<file path="src/rtl/nr_seq_pkg.sv">
// Package: shared widths, mode record and frame construction for the
// noise-reduction mode sequencer. Assumes a 14-bit frame with the mode
// selector in the two top bits.
package nr_seq_pkg;

    localparam int FRAME_W = 14;
    localparam int MISC_W  = 9;

    typedef struct packed {
        logic [MISC_W-1:0] misc;
        logic              nr_on;
        logic              c_type;
    } mode_t;

    // Pack a mode into a frame word with the given selector code.
    function automatic logic [FRAME_W-1:0] build_frame(input mode_t m, input logic [1:0] sel);
        return {sel, 1'b0, m.c_type, m.nr_on, m.misc};
    endfunction

    // Mode to send at step idx of a series; routed series pass through B.
    function automatic mode_t step_mode(input mode_t cur, input mode_t tgt,
                                        input logic routed, input logic [1:0] idx);
        mode_t m;
        m = tgt;
        if (routed) begin
            m.nr_on  = (idx >= 2'd2) ? tgt.nr_on : cur.nr_on;
            m.c_type = (idx == 2'd0) || (idx == 2'd3);
        end
        return m;
    endfunction

endpackage

</file>
<file path="src/rtl/nr_seq_tick.sv">
// Module: half-period tick generator. Emits a one-cycle tick every DIV
// system cycles; a clear restarts the count so that the first half-period
// of a frame is full length. Assumes DIV >= 2.
module nr_seq_tick #(
    parameter int DIV = 64
) (
    input  logic clk,
    input  logic rst_n,
    input  logic clear,
    output logic tick
);
    localparam int CW = (DIV > 2) ? $clog2(DIV) : 1;
    localparam logic [CW-1:0] LAST = CW'(DIV - 1);

    logic [CW-1:0] cnt;

    assign tick = (cnt == LAST);

    // Count system cycles, wrapping at the half-period length.
    always_ff @(posedge clk) begin
        if (!rst_n || clear || tick) begin
            cnt <= '0;
        end else begin
            cnt <= cnt + 1'b1;
        end
    end
endmodule

</file>
<file path="src/rtl/nr_seq_shift.sv">
// Module: frame shifter. On start it raises the strobe and presents bit 0,
// then toggles the serial clock once per tick for FRAME_W bits, drops the
// strobe with the clock low and reports completion one tick later.
// Assumes start only arrives while it is idle.
module nr_seq_shift
    import nr_seq_pkg::*;
(
    input  logic               clk,
    input  logic               rst_n,
    input  logic               tick,
    input  logic               start,
    input  logic [FRAME_W-1:0] frame,
    output logic               ser_clk,
    output logic               ser_data,
    output logic               ser_stb,
    output logic               frame_done
);
    localparam int LATCH_STEP = 2 * FRAME_W + 1;
    localparam int END_STEP   = 2 * FRAME_W + 2;
    localparam int TW         = $clog2(END_STEP + 1);

    logic               active;
    logic [TW-1:0]      step;
    logic [FRAME_W-1:0] sh;
    logic [TW-1:0]      nstep;

    assign nstep = step + 1'b1;

    // Walk the half-period steps of one frame.
    always_ff @(posedge clk) begin
        if (!rst_n) begin
            active     <= 1'b0;
            step       <= '0;
            sh         <= '0;
            ser_clk    <= 1'b0;
            ser_data   <= 1'b0;
            ser_stb    <= 1'b0;
            frame_done <= 1'b0;
        end else begin
            frame_done <= 1'b0;
            if (start && !active) begin
                active   <= 1'b1;
                step     <= '0;
                ser_stb  <= 1'b1;
                ser_clk  <= 1'b0;
                ser_data <= frame[0];
                sh       <= frame >> 1;
            end else if (active && tick) begin
                step <= nstep;
                if (nstep == TW'(LATCH_STEP)) begin
                    ser_stb  <= 1'b0;
                    ser_clk  <= 1'b0;
                    ser_data <= 1'b0;
                end else if (nstep == TW'(END_STEP)) begin
                    active     <= 1'b0;
                    frame_done <= 1'b1;
                end else if (nstep[0]) begin
                    ser_clk <= 1'b1;
                end else begin
                    ser_clk  <= 1'b0;
                    ser_data <= sh[0];
                    sh       <= sh >> 1;
                end
            end
        end
    end
endmodule

</file>
<file path="src/rtl/nr_seq_ctrl.sv">
// Module: request controller. Holds the remote device in reset for
// RST_TICKS half-periods, then accepts requests, decides between a single
// frame and a four-step route through B, issues the frames one by one and
// tracks the current mode. Assumes frame_done follows each start.
module nr_seq_ctrl
    import nr_seq_pkg::*;
#(
    parameter int         RST_TICKS = 4,
    parameter logic [1:0] SEL_CODE  = 2'b00
) (
    input  logic               clk,
    input  logic               rst_n,
    input  logic               tick,
    input  logic               req_valid,
    input  mode_t              req_mode,
    input  logic               frame_done,
    output logic               start,
    output logic [FRAME_W-1:0] frame,
    output logic               ser_rst_n,
    output logic               busy,
    output logic               done
);
    localparam int RW = $clog2(RST_TICKS + 1);

    typedef enum logic [1:0] {S_INIT, S_IDLE, S_RUN} state_t;

    state_t        state;
    logic [RW-1:0] rst_cnt;
    mode_t         cur;
    mode_t         tgt;
    logic          routed;
    logic [1:0]    idx;
    logic          req_routed;

    assign req_routed = cur.c_type && req_mode.c_type && (cur.nr_on != req_mode.nr_on);

    // Sequence remote reset, request acceptance and frame issue.
    always_ff @(posedge clk) begin
        if (!rst_n) begin
            state     <= S_INIT;
            rst_cnt   <= '0;
            ser_rst_n <= 1'b0;
            busy      <= 1'b1;
            done      <= 1'b0;
            start     <= 1'b0;
            frame     <= '0;
            cur       <= '0;
            tgt       <= '0;
            routed    <= 1'b0;
            idx       <= '0;
        end else begin
            done  <= 1'b0;
            start <= 1'b0;
            case (state)
                S_INIT: begin
                    if (tick) begin
                        if (rst_cnt == RW'(RST_TICKS - 1)) begin
                            ser_rst_n <= 1'b1;
                            busy      <= 1'b0;
                            state     <= S_IDLE;
                        end else begin
                            rst_cnt <= rst_cnt + 1'b1;
                        end
                    end
                end
                S_IDLE: begin
                    if (req_valid) begin
                        tgt    <= req_mode;
                        routed <= req_routed;
                        idx    <= '0;
                        busy   <= 1'b1;
                        start  <= 1'b1;
                        frame  <= build_frame(step_mode(cur, req_mode, req_routed, 2'd0), SEL_CODE);
                        state  <= S_RUN;
                    end
                end
                S_RUN: begin
                    if (frame_done) begin
                        if (!routed || idx == 2'd3) begin
                            done  <= 1'b1;
                            busy  <= 1'b0;
                            cur   <= tgt;
                            state <= S_IDLE;
                        end else begin
                            idx   <= idx + 1'b1;
                            start <= 1'b1;
                            frame <= build_frame(step_mode(cur, tgt, 1'b1, idx + 1'b1), SEL_CODE);
                        end
                    end
                end
                default: state <= S_INIT;
            endcase
        end
    end
endmodule

</file>
<file path="src/rtl/nr_seq_top.sv">
// Module: top of the noise-reduction mode sequencer. Ties the tick
// generator, shifter and controller together and rejects at elaboration a
// divider that would run the serial clock at 500 kHz or faster.
module nr_seq_top
    import nr_seq_pkg::*;
#(
    parameter int         SYS_CLK_HZ = 50_000_000,
    parameter int         DIV        = 64,
    parameter int         RST_TICKS  = 4,
    parameter logic [1:0] SEL_CODE   = 2'b00
) (
    input  logic              clk,
    input  logic              rst_n,
    input  logic              req_valid,
    input  logic              req_nr_on,
    input  logic              req_c_type,
    input  logic [MISC_W-1:0] req_misc,
    output logic              busy,
    output logic              done,
    output logic              ser_clk,
    output logic              ser_data,
    output logic              ser_stb,
    output logic              ser_rst_n
);
    localparam longint MAX_SYS_HZ = 64'(DIV) * 64'd1_000_000;

    generate
        if (64'(SYS_CLK_HZ) >= MAX_SYS_HZ) begin : g_div_too_small
            $error("serial clock divider gives 500 kHz or more");
        end
    endgenerate

    logic               tick;
    logic               start;
    logic               frame_done;
    logic [FRAME_W-1:0] frame;
    mode_t              req_mode;

    assign req_mode = '{misc: req_misc, nr_on: req_nr_on, c_type: req_c_type};

    nr_seq_tick #(.DIV(DIV)) u_tick (
        .clk   (clk),
        .rst_n (rst_n),
        .clear (start),
        .tick  (tick)
    );

    nr_seq_shift u_shift (
        .clk        (clk),
        .rst_n      (rst_n),
        .tick       (tick),
        .start      (start),
        .frame      (frame),
        .ser_clk    (ser_clk),
        .ser_data   (ser_data),
        .ser_stb    (ser_stb),
        .frame_done (frame_done)
    );

    nr_seq_ctrl #(.RST_TICKS(RST_TICKS), .SEL_CODE(SEL_CODE)) u_ctrl (
        .clk        (clk),
        .rst_n      (rst_n),
        .tick       (tick),
        .req_valid  (req_valid),
        .req_mode   (req_mode),
        .frame_done (frame_done),
        .start      (start),
        .frame      (frame),
        .ser_rst_n  (ser_rst_n),
        .busy       (busy),
        .done       (done)
    );
endmodule

</file>
<file path="config.mk">
export PLATFORM = sky130hd
export DESIGN_NAME = nr_seq_top
export DESIGN_NICKNAME = d
export VERILOG_FILES = /design/src/rtl/nr_seq_pkg.sv /design/src/rtl/nr_seq_tick.sv /design/src/rtl/nr_seq_shift.sv /design/src/rtl/nr_seq_ctrl.sv /design/src/rtl/nr_seq_top.sv
export SDC_FILE = /design/constraint.sdc
export NUM_CORES = 1
export LEC_CHECK = 0
export ABC_AREA = 1
export BUFFER_PORTS_ARGS = -buffer_cell sky130_fd_sc_hd__buf_4
export CORE_MARGIN = 2
export CORE_UTILIZATION = 30
export CTS_BUF_LIST = sky130_fd_sc_hd__clkbuf_2
export DETAILED_ROUTE_END_ITERATION = 10
export PLACE_DENSITY = 0.45
export SYNTH_ARGS = -nofsm -noshare
export SYNTH_HDL_FRONTEND = slang
export SYNTH_SLANG_ARGS = --single-unit
export TNS_END_PERCENT = 1
</file>
<file path="constraint.sdc">
create_clock -name clk -period 1.78 [get_ports clk]
set_input_delay 0.356 -clock clk [delete_from_list [all_inputs] [get_ports clk]]
set_output_delay 0.356 -clock clk [all_outputs]
set_load 0.1 [all_outputs]
</file>
# Yosys cells after proc, flatten, opt, wreduce, memory -nomap -nowiden
# Index checks and enable logic that the tools add are counted.
# word_totals
mem_bits_ro	0
ramBits	0
regBits	68
latchBits	0
input_bits	14
elab_cells	132
n_memories	0
# classes
magnitude_cmp	1
n_eq_ne	21
n_div	0
n_shift	0
reduce_logical	33
bitwise	3
muxes	48
addsub	4
multipliers	0
# ops
op	count
$mux W13	5
$mux W14	3
$pmux W14 S2	1
$mux W1	26
$mux W2	9
$reduce_and A3 Y1	6
$eq A5 B5 Y1 const B	2
$ne A2 B1 Y1 const B	5
$ne A2 B2 Y1 const B	5
$reduce_and A4 Y1	2
$reduce_bool A2 Y1	4
$add A6 B1 Y6 const B	1
$eq A2 B2 Y1 const B	3
$eq A6 B6 Y1 const B	1
$pmux W2 S3	1
$reduce_and A2 Y1	3
$reduce_and A6 Y1	1
$add A5 B1 Y5 const B	1
$reduce_and A5 Y1	1
$logic_and A1 B1 Y1	4
$logic_not A2 Y1	2
$logic_or A1 B1 Y1	4
$pmux W2 S2	1
$reduce_or A4 Y1	1
other kinds (14)	18

# Longest topological paths before layout
# depth
ltp_word	6
ltp_mapped	12

# Cells and area by module
# From an unflattened synthesis, not the netlist that was laid out.
# unflattened
cells_unflattened	459
hier_area_um2	3240.6
# by_module_without_submodules
module	n_inst	seq_area_each_um2	cells_each	area_each_um2
nr_seq_ctrl	1	720.7	243	1770.4
nr_seq_shift	1	460.4	182	1207.4
nr_seq_tick	1	120.1	34	262.8

# Least setup slack after synthesis
# OpenSTA, ideal clock, no wires.
# synth_timing
path_kind	register to register
startpoint	register u_ctrl.state[0]
endpoint	register u_ctrl.idx[1]
stages_incl_launch_ff	10
setup_slack_ns	0.232
synth_period_minus_slack_ns	1.548
t_arrival_ns	1.420
required_ns	1.652
path_cell_list	dfxtp_1 > inv_1 > ha_1 > inv_2 > o22ai_1 > a21oi_1 > nand2_1 > buf_2 > a32oi_1 > nor2_1
# synth_between
elab_chain_cells	3
word_cells_on_any_way	8
classes_between	5 x eq/ne; 1 x mux; 2 x reduce/logical
# synth_lines
element	line	rtl
from (decl)	nr_seq_ctrl.sv:27	state_t state;
from (signal assigned)	nr_seq_ctrl.sv:40	state <= S_INIT;
from (signal assigned)	nr_seq_ctrl.sv:60	state <= S_IDLE;
from (signal assigned)	nr_seq_ctrl.sv:74	state <= S_RUN;
$eq A2 B2 Y1 / $eq A2 B1 Y1 (equally long branches)	nr_seq_ctrl.sv:54	case (state)
$ne A2 B2 Y1 (no line) / $reduce_bool A2 Y1 (equally long branches)	--	
$reduce_and A4 Y1 (no line)	--	
to (signal assigned)	nr_seq_ctrl.sv:85	idx <= idx + 1'b1;
to (decl)	nr_seq_ctrl.sv:32	logic [1:0] idx;
# Parallel ways exist; a longest one is shown, timed or not.
# A chain may end at the register's enable or synchronous reset.

# Worst setup path in the final report
# layout_timing
startpoint	register u_shift.step[1]
endpoint	register u_shift.sh[2]
# layout_between
elab_chain_cells	4
word_cells_on_any_way	6
classes_between	1 x add/sub; 4 x eq/ne; 1 x reduce/logical
# layout_lines
element	line	rtl
from (decl)	nr_seq_shift.sv:23	logic [TW-1:0] step;
from (signal assigned)	nr_seq_shift.sv:49	step <= nstep;
$add A5 B1 Y5 (*)	nr_seq_shift.sv:27	assign nstep = step + 1'b1;
$eq A5 B5 Y1, on equally long branches	nr_seq_shift.sv:50, nr_seq_shift.sv:54	
$ne A2 B1 Y1 (no line)	--	
$reduce_and A4 Y1 (no line) (*)	--	
to (signal assigned)	nr_seq_shift.sv:47	sh <= frame >> 1;
to (signal assigned)	nr_seq_shift.sv:62	sh <= sh >> 1;
to (decl)	nr_seq_shift.sv:24	logic [FRAME_W-1:0] sh;
# Mark *: on every way between the ends. The rest lies on a longest branch, timed or not.

==> results_dict.tcl <==
set metrics [dict create \
    skew_ns 0.0231 \
    path_cells "ha_1, nand2_1, inv_1, nor2_4, inv_1, nor2_4, nand3_2, nand3_2, nand2_4, nor2_1, nor2_1" \
    ant_nets 0 \
    final_common_cell "nor2_1" \
    hold_buffers 0 \
    core_area_sq_mm 0.00933 \
    worstPathRequired_ns 2.20 \
    synth.distinct_cells 33 \
    yosys_register_bits 62 \
    whs_ns 0.0656 \
    grt_max_degree 28 \
    cts_root_buf "clkbuf_2" \
    synth_top_area_frac 0.426 \
    ir_worst_vdd_mv 0.302 \
    tns_ns 0 \
    cts_buffers 9 \
    powerDensity_mw_per_mm2 722 \
    worstPathMaxFanout 10 \
    die_height_um 103 \
    ys_seq_area_frac 0.426 \
    vias 2490 \
    grt_pass1_wl_mm 10.8 \
    rsz0062_at_grt "true" \
    dieArea_sq_mm 0.0105 \
    critPathKind "reg2reg" \
    grt.total_usage 0.132 \
    nFillCells 1011 \
    startpoint_type "register" \
    die_x_um 103 \
    leakage_uw 0.00139 \
    clock_sinks 62 \
    cap_violations 0 \
    outcome "complete, no violations" \
    drtIter0Drc 45 \
    path_clk_slew_ns 0.20 \
    avgSynthCellArea_sq_um 7.49 \
    slew_viol_final 0 \
    vias_per_cell 4.46 \
    insertedDiodeCount 0 \
    drive_gt1_frac 0.196 \
    postLayoutCoreUtil 0.373 \
    routed_wl_mm 6.52 \
    dr.pass1.iters 5 \
    final_cell_mix "nor2_1 (59), dfxtp_1 (58), nand2_1 (57), o21ai_0 (43), inv_1 (39)" \
    overflow 0 \
    setup-violations-final 0 \
    fin_crit_sh 0.943 \
    synth_warnings 0 \
    min_period_ns 1.68 \
    syn-cell-area_sq_mm 0.00292 \
    routedWlPerCell_um 11.7 \
    synth_cells 389 \
    row_count 35 \
    area_growth_pct 19.2 \
    stdcell_count 558 \
    worst_slew_pin_slew_ns 0.567 \
    clock_latency_ns 0.51 \
    slowest_stage "dfxtp_1" \
    dp.cells 540 \
    synth_top_cell_by_area "dfxtp_1" \
    fmax_ghz 0.595 \
    grt_pass1_vias 2298 \
    dp_hpwl_mm 4.45 \
    io_pins 20 \
    gp_congestion 0.727 \
    portBuffers 19 \
    nets 449 \
    hold_violations 0 \
    crit_path_end_kind "register" \
    crit_arrival_ns 2.09 \
    slowest_delay_ns 0.36 \
    drc 0 \
    hp-class "in2reg" \
    htree_levels 3 \
    cts_max_path_buffers 2 \
    antenna_found_initial 0 \
    relSlewSlack 0.622 \
    start_util 0.313 \
    synth_nets 414 \
    cts_tree "done" \
    synth_area_leaders "dfxtp_1 (43%), nor2_1 (7.7%), o21ai_0 (7.7%), nand2_1 (7.5%), inv_1 (5.2%)" \
]
==> worst paths after layout <==
check	end	from	depth (start not counted)	slack, ns
worst min register to register	u_ctrl.ser_rst_n	u_ctrl.ser_rst_n	2	0.47
worst max-delay path	u_shift.sh[2]	u_shift.step[1]	11	0.10
worst max register to register	u_shift.sh[2]	u_shift.step[1]	11	0.10
worst min-delay path	u_ctrl.tgt[9]	req_misc[7]	3	0.07
==> cell usage after synthesis <==
cell and count:
nor2_2 6, o22ai_1 2, ha_1 11, buf_1 2
clkinv_1 1, nor3_1 2, nor4_1 1, a21oi_2 1
o31ai_1 1, buf_2 5, nand4_2 1, xnor2_1 2
or2_2 2, nand2_1 58, nand4_1 13, mux2i_1 9
inv_2 3, nand2_4 1, nor2_1 60, nor2_4 3
nor3b_1 2, buf_4 1, a32oi_1 1, nand2_2 4
a21oi_1 29, o21ai_4 1, o21ai_0 45, dfxtp_1 62
inv_1 40, nand3_2 2, nand3_1 10, a211oi_1 3
clkbuf_1 5
==> metrics by stage <==
stage | cell area (sq um) | setup slack, ns | power [uW]
floorplan | 2920 | 0.232 | 1470
global placement | 3280 | 0.0735 | 1520
detailed placement | 3280 | 0.0620 | 1520
CTS | 3410 | 0.0334 | 2550
global route | 3470 | -0.0461 | 2630
finish | 3470 | 0.101 | 2510
==> what timing repair did <==
| item | 4_1_cts | 5_1_grt |
|---|---|---|
| setup buffers | 0 | 1 |
| gates resized for setup | 0 | 15 |
| setup endpoints to repair | 0 | 26 |
==> kinds of logic (layout without fill, tap and decap cells) <==
logic type               Yosys count  count (layout)  synth area share
AO/OA/AOI/OAI                     83              84             0.153
XOR/XNOR                           2               2           0.00601
adder cells (fa/ha/maj)           11              11            0.0472
buffers and inverters             57              96            0.0768
flip-flops                        62              62             0.426
multiplexers                       9               9            0.0309
AND/OR/NAND/NOR                  165             165             0.260
==> sequential cells by signal (all words and copies together), names as in the netlist <==
signal and flops:
u_shift.sh 10, u_ctrl.start 1, u_ctrl.state 2, u_ctrl.tgt 11, u_shift.ser_data 1, u_shift.step 5
u_ctrl.done 1, u_shift.ser_stb 1, u_ctrl.rst_cnt 3, u_shift.active 1, u_ctrl.busy 1, u_tick.cnt 6
u_ctrl.cur 2, u_ctrl.frame 11, u_shift.ser_clk 1, u_ctrl.idx 2, u_ctrl.ser_rst_n 1, u_ctrl.routed 1
u_shift.frame_done 1
==> power by group <==
part	total, uW	switching, uW	internal (uW)
combinational	90.2	52.2	37.9
sequential	1400	4.20	1400
clock	1020	564	454
==> worst max-delay path: cells and delay by family (launching register included) <==
| family | cells | cell delay (ns) |
|---|---|---|
| and+or+nand+nor | 8 | 0.85 |
| DFF | 1 | 0.36 |
| adders and majority gates | 1 | 0.23 |
| buffers and inverters | 2 | 0.14 |
==> per-layer routing <==
metal	up-vias	global-route usage	wire length [um]
li1	1356	-	-
met1	1097	0.184	3460
met2	26	0.194	2810
met3	11	0.0305	137
met4	0	0.0615	112
met5	-	0	0
==> final cells by class <==
type	count	area [sq um]	share of cell area
inverter	44	168	0.0483
timing repair buffer	36	270	0.0778
sequential	62	1250	0.359
clock inverter	7	88.8	0.0256
tap	129	161	0.0465
clock buffer	9	45.0	0.0130
multi-input combinational	271	1500	0.430
Note: power is estimated with default switching activity, not from simulation.
